File: config.mk
export PLATFORM = sky130hd
export DESIGN_NAME = mpc_ctrl
export DESIGN_NICKNAME = d
export VERILOG_FILES = /design/src/rtl/mpc_pkg.sv /design/src/rtl/mpc_ctrl.sv
export SDC_FILE = /design/constraint.sdc
export NUM_CORES = 1
export LEC_CHECK = 0
export BUFFER_PORTS_ARGS = -buffer_cell sky130_fd_sc_hd__buf_2
export CAP_MARGIN = 40
export CORE_MARGIN = 2
export CORE_UTILIZATION = 30
export CTS_CLUSTER_DIAMETER = 100
export DETAILED_ROUTE_END_ITERATION = 10
export HOLD_SLACK_MARGIN = 0.12
export SLEW_MARGIN = 20
export SYNTH_ARGS = -nofsm -noshare
export SYNTH_HDL_FRONTEND = slang
export SYNTH_SLANG_ARGS = --single-unit
File: constraint.sdc
create_clock -name clk_i -period 1.7 [get_ports clk_i]
set_input_delay 0.34 -clock clk_i [delete_from_list [all_inputs] [get_ports clk_i]]
set_output_delay 0.34 -clock clk_i [all_outputs]
set_load 0.1 [all_outputs]
File: src/rtl/mpc_pkg.sv
package mpc_pkg;
  typedef enum logic [1:0] {PH_IDLE, PH_VEC, PH_CMP} phase_e;

  // x^16 + x^14 + x^13 + x^11 + 1, maximal length
  function automatic logic [15:0] lfsr_next(input logic [15:0] s);
    return {s[14:0], s[15] ^ s[13] ^ s[12] ^ s[10]};
  endfunction
endpackage

File: src/rtl/mpc_ctrl.sv
module mpc_ctrl
  import mpc_pkg::*;
#(
  parameter int N  = 3,
  parameter int RW = 8,
  localparam int IW = (N > 1) ? $clog2(N) : 1
) (
  input  logic          clk_i,
  input  logic          rst_ni,
  input  logic          start_i,
  input  logic [RW-1:0] rounds_i,
  output logic          busy_o,
  output logic          done_o,
  output logic          vec_ph_o,
  output logic          cmp_ph_o,
  output logic [IW-1:0] row_o,
  output logic          draw_o
);
  phase_e        phase_q;
  logic [IW-1:0] row_q;
  logic [RW-1:0] left_q;
  logic          done_q;
  logic          last_row;

  assign last_row = (row_q == IW'(N - 1));
  assign busy_o   = (phase_q != PH_IDLE);
  assign vec_ph_o = (phase_q == PH_VEC);
  assign cmp_ph_o = (phase_q == PH_CMP);
  assign row_o    = row_q;
  assign done_o   = done_q;
  assign draw_o   = ((phase_q == PH_IDLE) && start_i) ||
                    (cmp_ph_o && last_row && (left_q != RW'(1)));

  always_ff @(posedge clk_i or negedge rst_ni) begin
    if (!rst_ni) begin
      phase_q <= PH_IDLE;
      row_q   <= '0;
      left_q  <= '0;
      done_q  <= 1'b0;
    end else begin
      done_q <= 1'b0;
      case (phase_q)
        PH_IDLE: if (start_i) begin
          phase_q <= PH_VEC;
          row_q   <= '0;
          left_q  <= (rounds_i == '0) ? RW'(1) : rounds_i;
        end
        PH_VEC: begin
          row_q <= last_row ? '0 : row_q + IW'(1);
          if (last_row) phase_q <= PH_CMP;
        end
        PH_CMP: begin
          row_q <= last_row ? '0 : row_q + IW'(1);
          if (last_row) begin
            if (left_q == RW'(1)) begin
              phase_q <= PH_IDLE;
              done_q  <= 1'b1;
            end else begin
              phase_q <= PH_VEC;
              left_q  <= left_q - RW'(1);
            end
          end
        end
        default: phase_q <= PH_IDLE;
      endcase
    end
  end

  assert_done_idle_R3: assert property (@(posedge clk_i) disable iff (!rst_ni)
    done_q |-> !busy_o);
  assert_done_pulse_R3: assert property (@(posedge clk_i) disable iff (!rst_ni)
    done_q |=> !done_q);
  assert_start_accept_R2: assert property (@(posedge clk_i) disable iff (!rst_ni)
    (!busy_o && start_i) |=> (vec_ph_o && row_q == '0));
  assert_round_hold_R7: assert property (@(posedge clk_i) disable iff (!rst_ni)
    (busy_o && !(cmp_ph_o && last_row)) |=> (left_q == $past(left_q)));
endmodule

### After elaboration in Yosys (flattened, before gate mapping)

Cells that the tools add are included.

| operators by class | value |
|---|---|
| equal/unequal tests | 9 |
| add/sub/neg operators | 2 |
| reduce and logical (&&, ||, !) cells | 13 |
| multiplexer cells | 16 |

Operators by type and width:

| operator | count |
|---|---|
| 8-bit two-way mux | 4 |
| 8-bit case mux with 2 select lines | 1 |
| 2-bit two-way mux | 5 |
| 8-bit by 1-bit == test with 1-bit output (second input constant) | 1 |
| 8-bit logical NOT | 1 |
| 8-bit by 1-bit inequality test with 1-bit output (second input constant) | 1 |
| 8-bit by 1-bit subtractor with 8-bit output (second input constant) | 1 |
| 2-bit case mux with 3 select lines | 1 |
| 2-bit nonzero test | 3 |
| 2-bit == test (second input constant) | 2 |
| 1-bit two-way mux | 4 |
| 2-bit by 1-bit inequality test with 1-bit output (second input constant) | 2 |
| 2-bit inequality test (second input constant) | 2 |
| 2-bit case mux with 2 select lines | 1 |
| 4-bit AND reduction | 1 |
| 1-bit logical AND | 3 |
| 3-bit AND reduction | 1 |
| 2-bit by 1-bit adder with 2-bit output (second input constant) | 1 |
| 2-bit by 1-bit == test with 1-bit output (second input constant) | 1 |
| 2-bit logical NOT | 1 |
| 2-bit AND reduction | 1 |
| 2-bit OR reduction | 1 |
| 1-bit logical OR | 1 |

| word-level totals | value |
|---|---|
| logic and storage cells | 44 |
| flip-flop bits (word level) | 13 |

### Longest topological paths before layout

Gate-level depths: netlist of run 1.

| logic depth | value |
|---|---|
| depth in word-level cells | 4 |
| mapped depth | 7 |
| gate-level depth less buffers | 6 |

### Worst setup path after synthesis of run 1

OpenSTA, ideal clock, no wires.

| timing | value |
|---|---|
| kind | flip-flop to output port |
| start | register phase_q[0] |
| end | output port draw_o |
| data arrival time | 2.673 ns |
| stages on the path, launching flop included | 6 |
| required time | 1.360 ns |
| slack | -1.313 ns |
| cells stage by stage | dfrtp_1 inv_1 ha_1 buf_2 clkbuf_1 a22o_1 |

| on the way | value |
|---|---|
| cells in the longest elaborated chain, start to end | 4 |
| elaborated cells on any way between the ends | 6 |
| classes of those cells | eq/ne (1); reduce/logical (5) |

Ends and longest elaborated chain:

| item | RTL line | text |
|---|---|---|
| start, declared | mpc_ctrl.sv:19 | `phase_e phase_q;` |
| start signal, assigned | mpc_ctrl.sv:36 | `phase_q <= PH_IDLE;` |
| start signal, assigned | mpc_ctrl.sv:44 | `phase_q <= PH_VEC;` |
| start signal, assigned | mpc_ctrl.sv:50 | `if (last_row) phase_q <= PH_CMP;` |
| 2-bit == test | mpc_ctrl.sv:28 | `assign cmp_ph_o = (phase_q == PH_CMP);` |
| via cmp_ph_o | mpc_ctrl.sv:15 | `output logic cmp_ph_o,` |
| 1-bit logical AND (2 in series) | mpc_ctrl.sv:32 | `(cmp_ph_o && last_row && (left_q != RW'(1)));` |
| 1-bit logical OR | mpc_ctrl.sv:31 | `assign draw_o = ((phase_q == PH_IDLE) && start_i) \|\|` |
| end, declared | mpc_ctrl.sv:17 | `output logic draw_o` |

The timed path passes the listed nets, and every way through them passes these cells.

### Worst setup path after layout of run 1

| timing | value |
|---|---|
| start | register left_q[1] |
| end | output port draw_o |

| on the way | value |
|---|---|
| cells in the longest elaborated chain, start to end | 3 |

Ends and longest elaborated chain:

| item | RTL line | text |
|---|---|---|
| start, declared | mpc_ctrl.sv:21 | `logic [RW-1:0] left_q;` |
| start signal, assigned | mpc_ctrl.sv:46 | `left_q <= (rounds_i == '0) ? RW'(1) : rounds_i;` |
| start signal, assigned | mpc_ctrl.sv:60 | `left_q <= left_q - RW'(1);` |
| 8-bit by 1-bit inequality test with 1-bit output | mpc_ctrl.sv:32 |  |
| 1-bit logical AND | mpc_ctrl.sv:32 |  |
| 1-bit logical OR | mpc_ctrl.sv:31 |  |

No other way between the ends.

==> impl_metrics.ini, run 1 <==
[status]
status = complete, but fails checks
violations = negative setup slack

[synthesis]
yosys.area.top_type = dfrtp_1
synth_top_area_share_pct = 34.4
muxShareOfSynthArea_pct = 6.61
synth_nets = 126
seq_area_frac_synth_pct = 34.4
synth-compound-area-share_pct = 20.0
synth_xor_xnor_area_share_pct = 0
avgSynthCellArea_um2 = 8.68
synth_fa_ha_area_share_pct = 7.94
synth-simple-area-share_pct = 25.3
ys_seq_elements = 13
synthTopCellsByArea = dfrtp_1 34%, ha_1 7.9%, a21oi_1 5.3%
synth.distinct_cells = 36
synth_top_family_by_area = simple AND/OR/NAND/NOR gates
yosysWarnings = 0
syn_area_um2 = 946
synthCells = 109

[clock_tree]
cts_buffers = 3
clock_latency_ps = 290
cts.sinks = 13
ctsHtreeMaxLevel = 1
clkTransAtPathRegs_ps = 90
cts_max_path_buffers = 2
clk_root_buffer_cell = clkbuf_4
cts_tree = built

[detailed_routing]
post_drt_wl_per_cell_um = 14.3
vias_per_cell = 5.02
drt_iter0_markers = 64
post-route-drc-count = 0
first_pass_iters = 4
vias = 1034
antenna_left = 0
wl_um = 2960

[critical_path]
r2r_slack_ps = -80
reg2reg_depth = 6
r2r_start = left_q[0]$_DFFE_PN0P_
arrival_ps = 1550
r2r_end = left_q[4]$_DFFE_PN0P_
worstSetupPathType = reg2out
worstSetupEndpointType = primary output
crit_fanout = 2
required_ps = 1360
startpoint_type = register

[cells_and_area]
fillers = 295
diodes = 0
fin_nets = 180
design_area_um2 = 1560
drive_gt1_share_pct = 48.8
syn2layout_area_growth_pct = 65.3

[place]
placed_area_um2 = 1330
port_buffers = 17
gp_congestion = 0.834
dp.final_hpwl_um = 2090
post-place-ws_ps = -94.2

[pwr]
seqPwrFrac_pct = 20.2
switching_power_mw = 1.35
power_frac_comb_pct = 72.4
finalPower_mw = 2.81
p_clk_share_pct = 7.4
max-vdd-ir-drop_uv = 1040
p_leak_nw = 0.700
p_per_area_nw_per_um2 = 1790
p_sw_share_pct = 48.2
internal-power_mw = 1.45

[global_routing]
grt_pass1_wl_um = 4800
grt_pass1_vias = 1067
grt-ovfl-total = 0
antenna_found_initial = 0
grt_max_degree = 14
grt_usage_pct = 17.8

[sta]
timing.final.crit_share_pct = 111
slew_headroom_pct = 67.9
fmax_mhz = 528
period_needed_ps = 1890
worstMarginPinSlew_ps = 486
finClkSkew_ps = 4.51
hold_viol = 0
drv_slew = 0
rsz0062_at_grt = yes
setup_viol = 4
setup_ws_ps = -195

[floorplanning]
die_y_um = 60.2
start_util_pct = 31.2
core-area_um2 = 3030
die_area_um2 = 3620
die-width_um = 60.2
rows = 20
io_pins = 18

[job]
drv_cap = 0

[hold_path]
min_from = rounds_i[4]
hold_path.class = in2reg
hold_end = left_q[4]$_DFFE_PN0P_
min_path_cells = 3
area by class of cell:
class	count	area [µm²]	area share, %
clock buffers	4	26.3	1.68
inverters	10	41.3	2.64
flip-flops and latches	13	328	21.0
multi-input cells	82	677	43.3
well taps	44	55.1	3.52
repair buffers	53	437	27.9
layer usage:
metal,track usage [%],part of all wire [%]
met1,21.5,43
met2,31.8,52
met3,3.46,4.2
met4,4.76,0.61
met5,0,0
state kept, by name (all words and copies together), names as in the netlist:
name,count
row_o,2
phase_q,2
left_q,8
done_o,1
metrics by stage:
step           hold slack, ps  instances  util, %  TNS (ps)
5_1_grt                   347        206     51.7      -656
3_3_place_gp              250        189     44.0     -69.9
4_1_cts                   321        204     50.7      -371
2_1_floorplan            44.4        109        -      -899
3_5_place_dp              254        189     44.0      -222
6_report                  322        206     51.7      -362
cells in the mapped netlist:
cell type / count
a211o_1: 1
a211oi_1: 1
a21oi_1: 10
a221oi_1: 1
a221oi_2: 1
a22o_1: 1
a31oi_1: 3
and2_1: 1
and3b_1: 1
buf_2: 1
clkbuf_1: 2
clkbuf_2: 1
dfrtp_1: 13
ha_1: 6
inv_1: 10
mux2_2: 2
mux2i_1: 4
nand2_1: 6
nand2b_1: 2
nand3_1: 6
nand4b_1: 2
nor2_1: 8
nor2b_1: 2
nor3_1: 2
nor3b_1: 2
nor4_1: 3
nor4_2: 1
nor4b_1: 1
o211ai_1: 2
o21ai_0: 4
o22ai_1: 2
o311ai_0: 1
o31ai_1: 2
or2b_1: 1
or4_1: 2
or4_4: 1
power groups by stage:
stage | sequential, mW | clock, mW | combinational, mW
6_report | 0.567 | 0.207 | 2.03
5_1_grt | 0.583 | 0.229 | 2.18
4_1_cts | 0.567 | 0.212 | 1.98
3_5_place_dp | 0.529 | 0 | 1.68
3_3_place_gp | 0.526 | 0 | 1.65
2_1_floorplan | 0.679 | 0 | 0.915
worst max-delay path by stage:
| stage | startpoint | endpoint | slack (ps) | depth (start not counted) |
|---|---|---|---|---|
| finish | left_q[1]$_DFFE_PN0P_ | draw_o | -190 | 6 |
| global route | left_q[1]$_DFFE_PN0P_ | draw_o | -260 | 6 |
| CTS | left_q[1]$_DFFE_PN0P_ | draw_o | -220 | 6 |
| detailed placement | left_q[0]$_DFFE_PN0P_ | left_q[7]$_DFFE_PN0P_ | -90 | 5 |
| global placement | left_q[0]$_DFFE_PN0P_ | left_q[7]$_DFFE_PN0P_ | -40 | 6 |
| floorplan | phase_q[0]$_DFFE_PN0P_ | left_q[4]$_DFFE_PN0P_ | -180 | 7 |
kinds of logic (layout without fill, tap and decap cells):
logic type	after synthesis	in the layout
AO/OA/AOI/OAI	29	29
adder cells (fa/ha/maj)	6	6
buffers and inverters	14	67
flip-flops	13	13
multiplexers	6	6
AND/OR/NAND/NOR	41	41
repair_timing:
| item | in CTS | in global routing |
|---|---|---|
| resized for setup | 20 | 5 |
| hold endpoints to repair | 13 | 0 |
| hold buffers | 1 | 0 |
| endpoints found under the setup margin | 6 | 11 |
| setup buffers | 10 | 4 |
| pin swaps | 5 | 5 |
worst max-delay path, cell delays in order (launching register included):
cell	delay [ps]
dfrtp_1	390
inv_2	70
ha_4	120
nor3b_4	190
a21oi_2	90
a22o_4	230
buf_12	160
placed cells by master, fill, tap and decap left out, drive strengths merged, types with 3 or more instances in the layout:
cell,n
buf,52
dfrtp,13
a21oi,10
inv,9
nor2,8
nand3,6
nand2,6
ha,6
mux2i,4
o21ai,4
clkbuf,4
nor4,4
a31oi,3
or4,3
Power figures use the tool's default switching activity.
==> inputs of run 2 (changes only) <==
ABC_AREA = 1   (was default)
==> run 2 against run 1 <==
  * Critical path depth is 1 higher
  * The flow still finishes with violations (negative setup slack)
  * Utilization fell by 6.6 points
  * Routed wire length fell by 18%
==> impl_metrics.ini, run 2 <==
[global_routing]
antenna_found_initial = 0
grt_max_degree = 14
grt_pass1_wl_um = 4270
grt-ovfl-total = 0
grt_pass1_vias = 993
grt_usage_pct = 16.3

[clock_tree]
clk_root_buffer_cell = clkbuf_4
clock_latency_ps = 290
clkTransAtPathRegs_ps = 80
ctsHtreeMaxLevel = 1
cts.sinks = 13
cts_tree = built
cts_max_path_buffers = 2
cts_buffers = 3

[sta]
setup_viol = 1
worstMarginPinSlew_ps = 489
rsz0062_at_grt = yes
slew_headroom_pct = 67.6
fmax_mhz = 556
finClkSkew_ps = 12.1
hold_viol = 0
period_needed_ps = 1800
timing.final.crit_share_pct = 106
fin_setup_tns_ps = -99.0
setup_ws_ps = -99.0
drv_slew = 0

[synthesis]
yosys.area.top_type = dfrtp_1
ys_seq_elements = 13
synth_edf_count = 0
yosysMostFrequentCell = nand2_1
yosysWarnings = 0
synthCells = 139
synthTopCellsByArea = dfrtp_1 35%, nand2_1 17%, nor2_1 9.4%
synth_nets = 156
synthArstFlopShare_pct = 100
synth_top_area_share_pct = 35.4
yosys_most_used_dff = dfrtp_1
yosys-top-cells-count = 42 x nand2_1, 23 x nor2_1, 17 x inv_1
synth.distinct_cells = 17
avgSynthCellArea_um2 = 6.62
seq_area_frac_synth_pct = 35.4
syn_area_um2 = 920

[critical_path]
crit_buf_inv = 3
cpPeakStageDelay_ps = 390
path_cells = inv_2, ha_4, nand3_2, o21ai_2, buf_6, o22ai_4, buf_12
required_ps = 1360
crit_fanout = 2
cpMaxStageDelayCell = dfrtp_1
startpoint_type = register
worstSetupEndpointType = primary output
arrival_ps = 1460
worstSetupPathType = reg2out
critPathTopFamily = flip-flops

[hold_path]
hold_path.class = in2reg

[floorplanning]
start_util_pct = 30.9
die_area_um2 = 3520
die_y_um = 59.4
rows = 20
io_pins = 18
die-width_um = 59.4
core-area_um2 = 2980

[detailed_routing]
vias = 1013
first_pass_iters = 4
wl_um = 2430
post-route-drc-count = 0
post_drt_wl_per_cell_um = 11.5
antenna_left = 0
vias_per_cell = 4.82
drt_iter0_markers = 45

[job]
drv_cap = 0

[cells_and_area]
final_common_cell = nand2_1
finalNonFillerCells = 210
postLayoutCoreUtil_pct = 45.1
fin_nets = 195
top_register = left_q
largest_register_ffs = 8
drive_gt1_share_pct = 29.4
fillers = 282
final_cell_mix = 42 x nand2_1, 22 x nor2_1, 16 x buf_4
syn2layout_area_growth_pct = 46.0
diodes = 0

[status]
violations = negative setup slack
status = complete, but fails checks

[place]
gp_congestion = 0.821
port_buffers = 17
placedCellCount = 197
dp.final_hpwl_um = 1760
-- run 2: logic make-up after synthesis --
family	count (synthesis)	synth area share, %
fa+ha+maj	6	8.16
compound gates	14	8.16
simple gates	85	38.4
flops	13	35.4
buf+inv	19	7.89
xor+xnor	1	0.953
mux	1	1.09
-- run 2: path summary, 6_finish.rpt --
check / startpoint / end / slack [ps] / cells past startpoint
max in group asynchronous: rst_ni / left_q[2]$_DFFE_PN0P_ / 970 / 2
worst min register to register: left_q[7]$_DFFE_PN0P_ / left_q[7]$_DFFE_PN0P_ / 550 / 2
worst max register to register: phase_q[1]$_DFFE_PN0P_ / left_q[2]$_DFFE_PN0P_ / 90 / 7
min in group asynchronous: rst_ni / left_q[6]$_DFFE_PN0P_ / 460 / 2
worst max-delay path: left_q[1]$_DFFE_PN0P_ / draw_o / -100 / 7
worst min-delay path: rounds_i[2] / left_q[2]$_DFFE_PN0P_ / 360 / 3
-- run 2: metrics by stage --
stage | cell area (µm²) | hold slack (ps) | setup WS [ps]
final | 1340 | 365 | -99.0
after global routing | 1340 | 399 | -183
after CTS | 1300 | 384 | -128
after detailed placement | 1190 | 254 | 67.2
after global placement | 1190 | 251 | 82.5
after floorplan | 952 | 44.4 | -473
-- run 2: metal layers --
metal  global-route usage [%]  routed length (µm)
met1                     20.1                1070
met2                     26.8                1160
met3                     4.59                 148
met4                     5.84                  49
met5                        0                   0
-- run 2: worst reg2reg max path, stage by stage, from the launching register on --
cell     delay [ps]
dfrtp_1         410
buf_4           150
ha_4            160
buf_4           160
buf_4           180
inv_1           160
mux2i_1         210
o21ai_1          70
-- run 2: timing repair --
item,4_1_cts,5_1_grt
hold buffers,1,0
hold endpoints to repair,13,0
resized for setup,8,9
buffers inserted,6,2
endpoints found under the setup margin,2,6
pin swaps,2,1
-- run 2: area by class of cell --
cell class / count / area [µm²] / area share (%)
multi-input cells: 107 / 594 / 44.3
clock buffers: 4 / 26.3 / 1.96
inverters: 18 / 67.6 / 5.03
repair buffers: 35 / 287 / 21.3
well taps: 33 / 41.3 / 3.08
flip-flops and latches: 13 / 327 / 24.3
Power of run 2 is not shown: default switching activity piles up to over one toggle a cycle in this logic, so the estimate is an artifact.
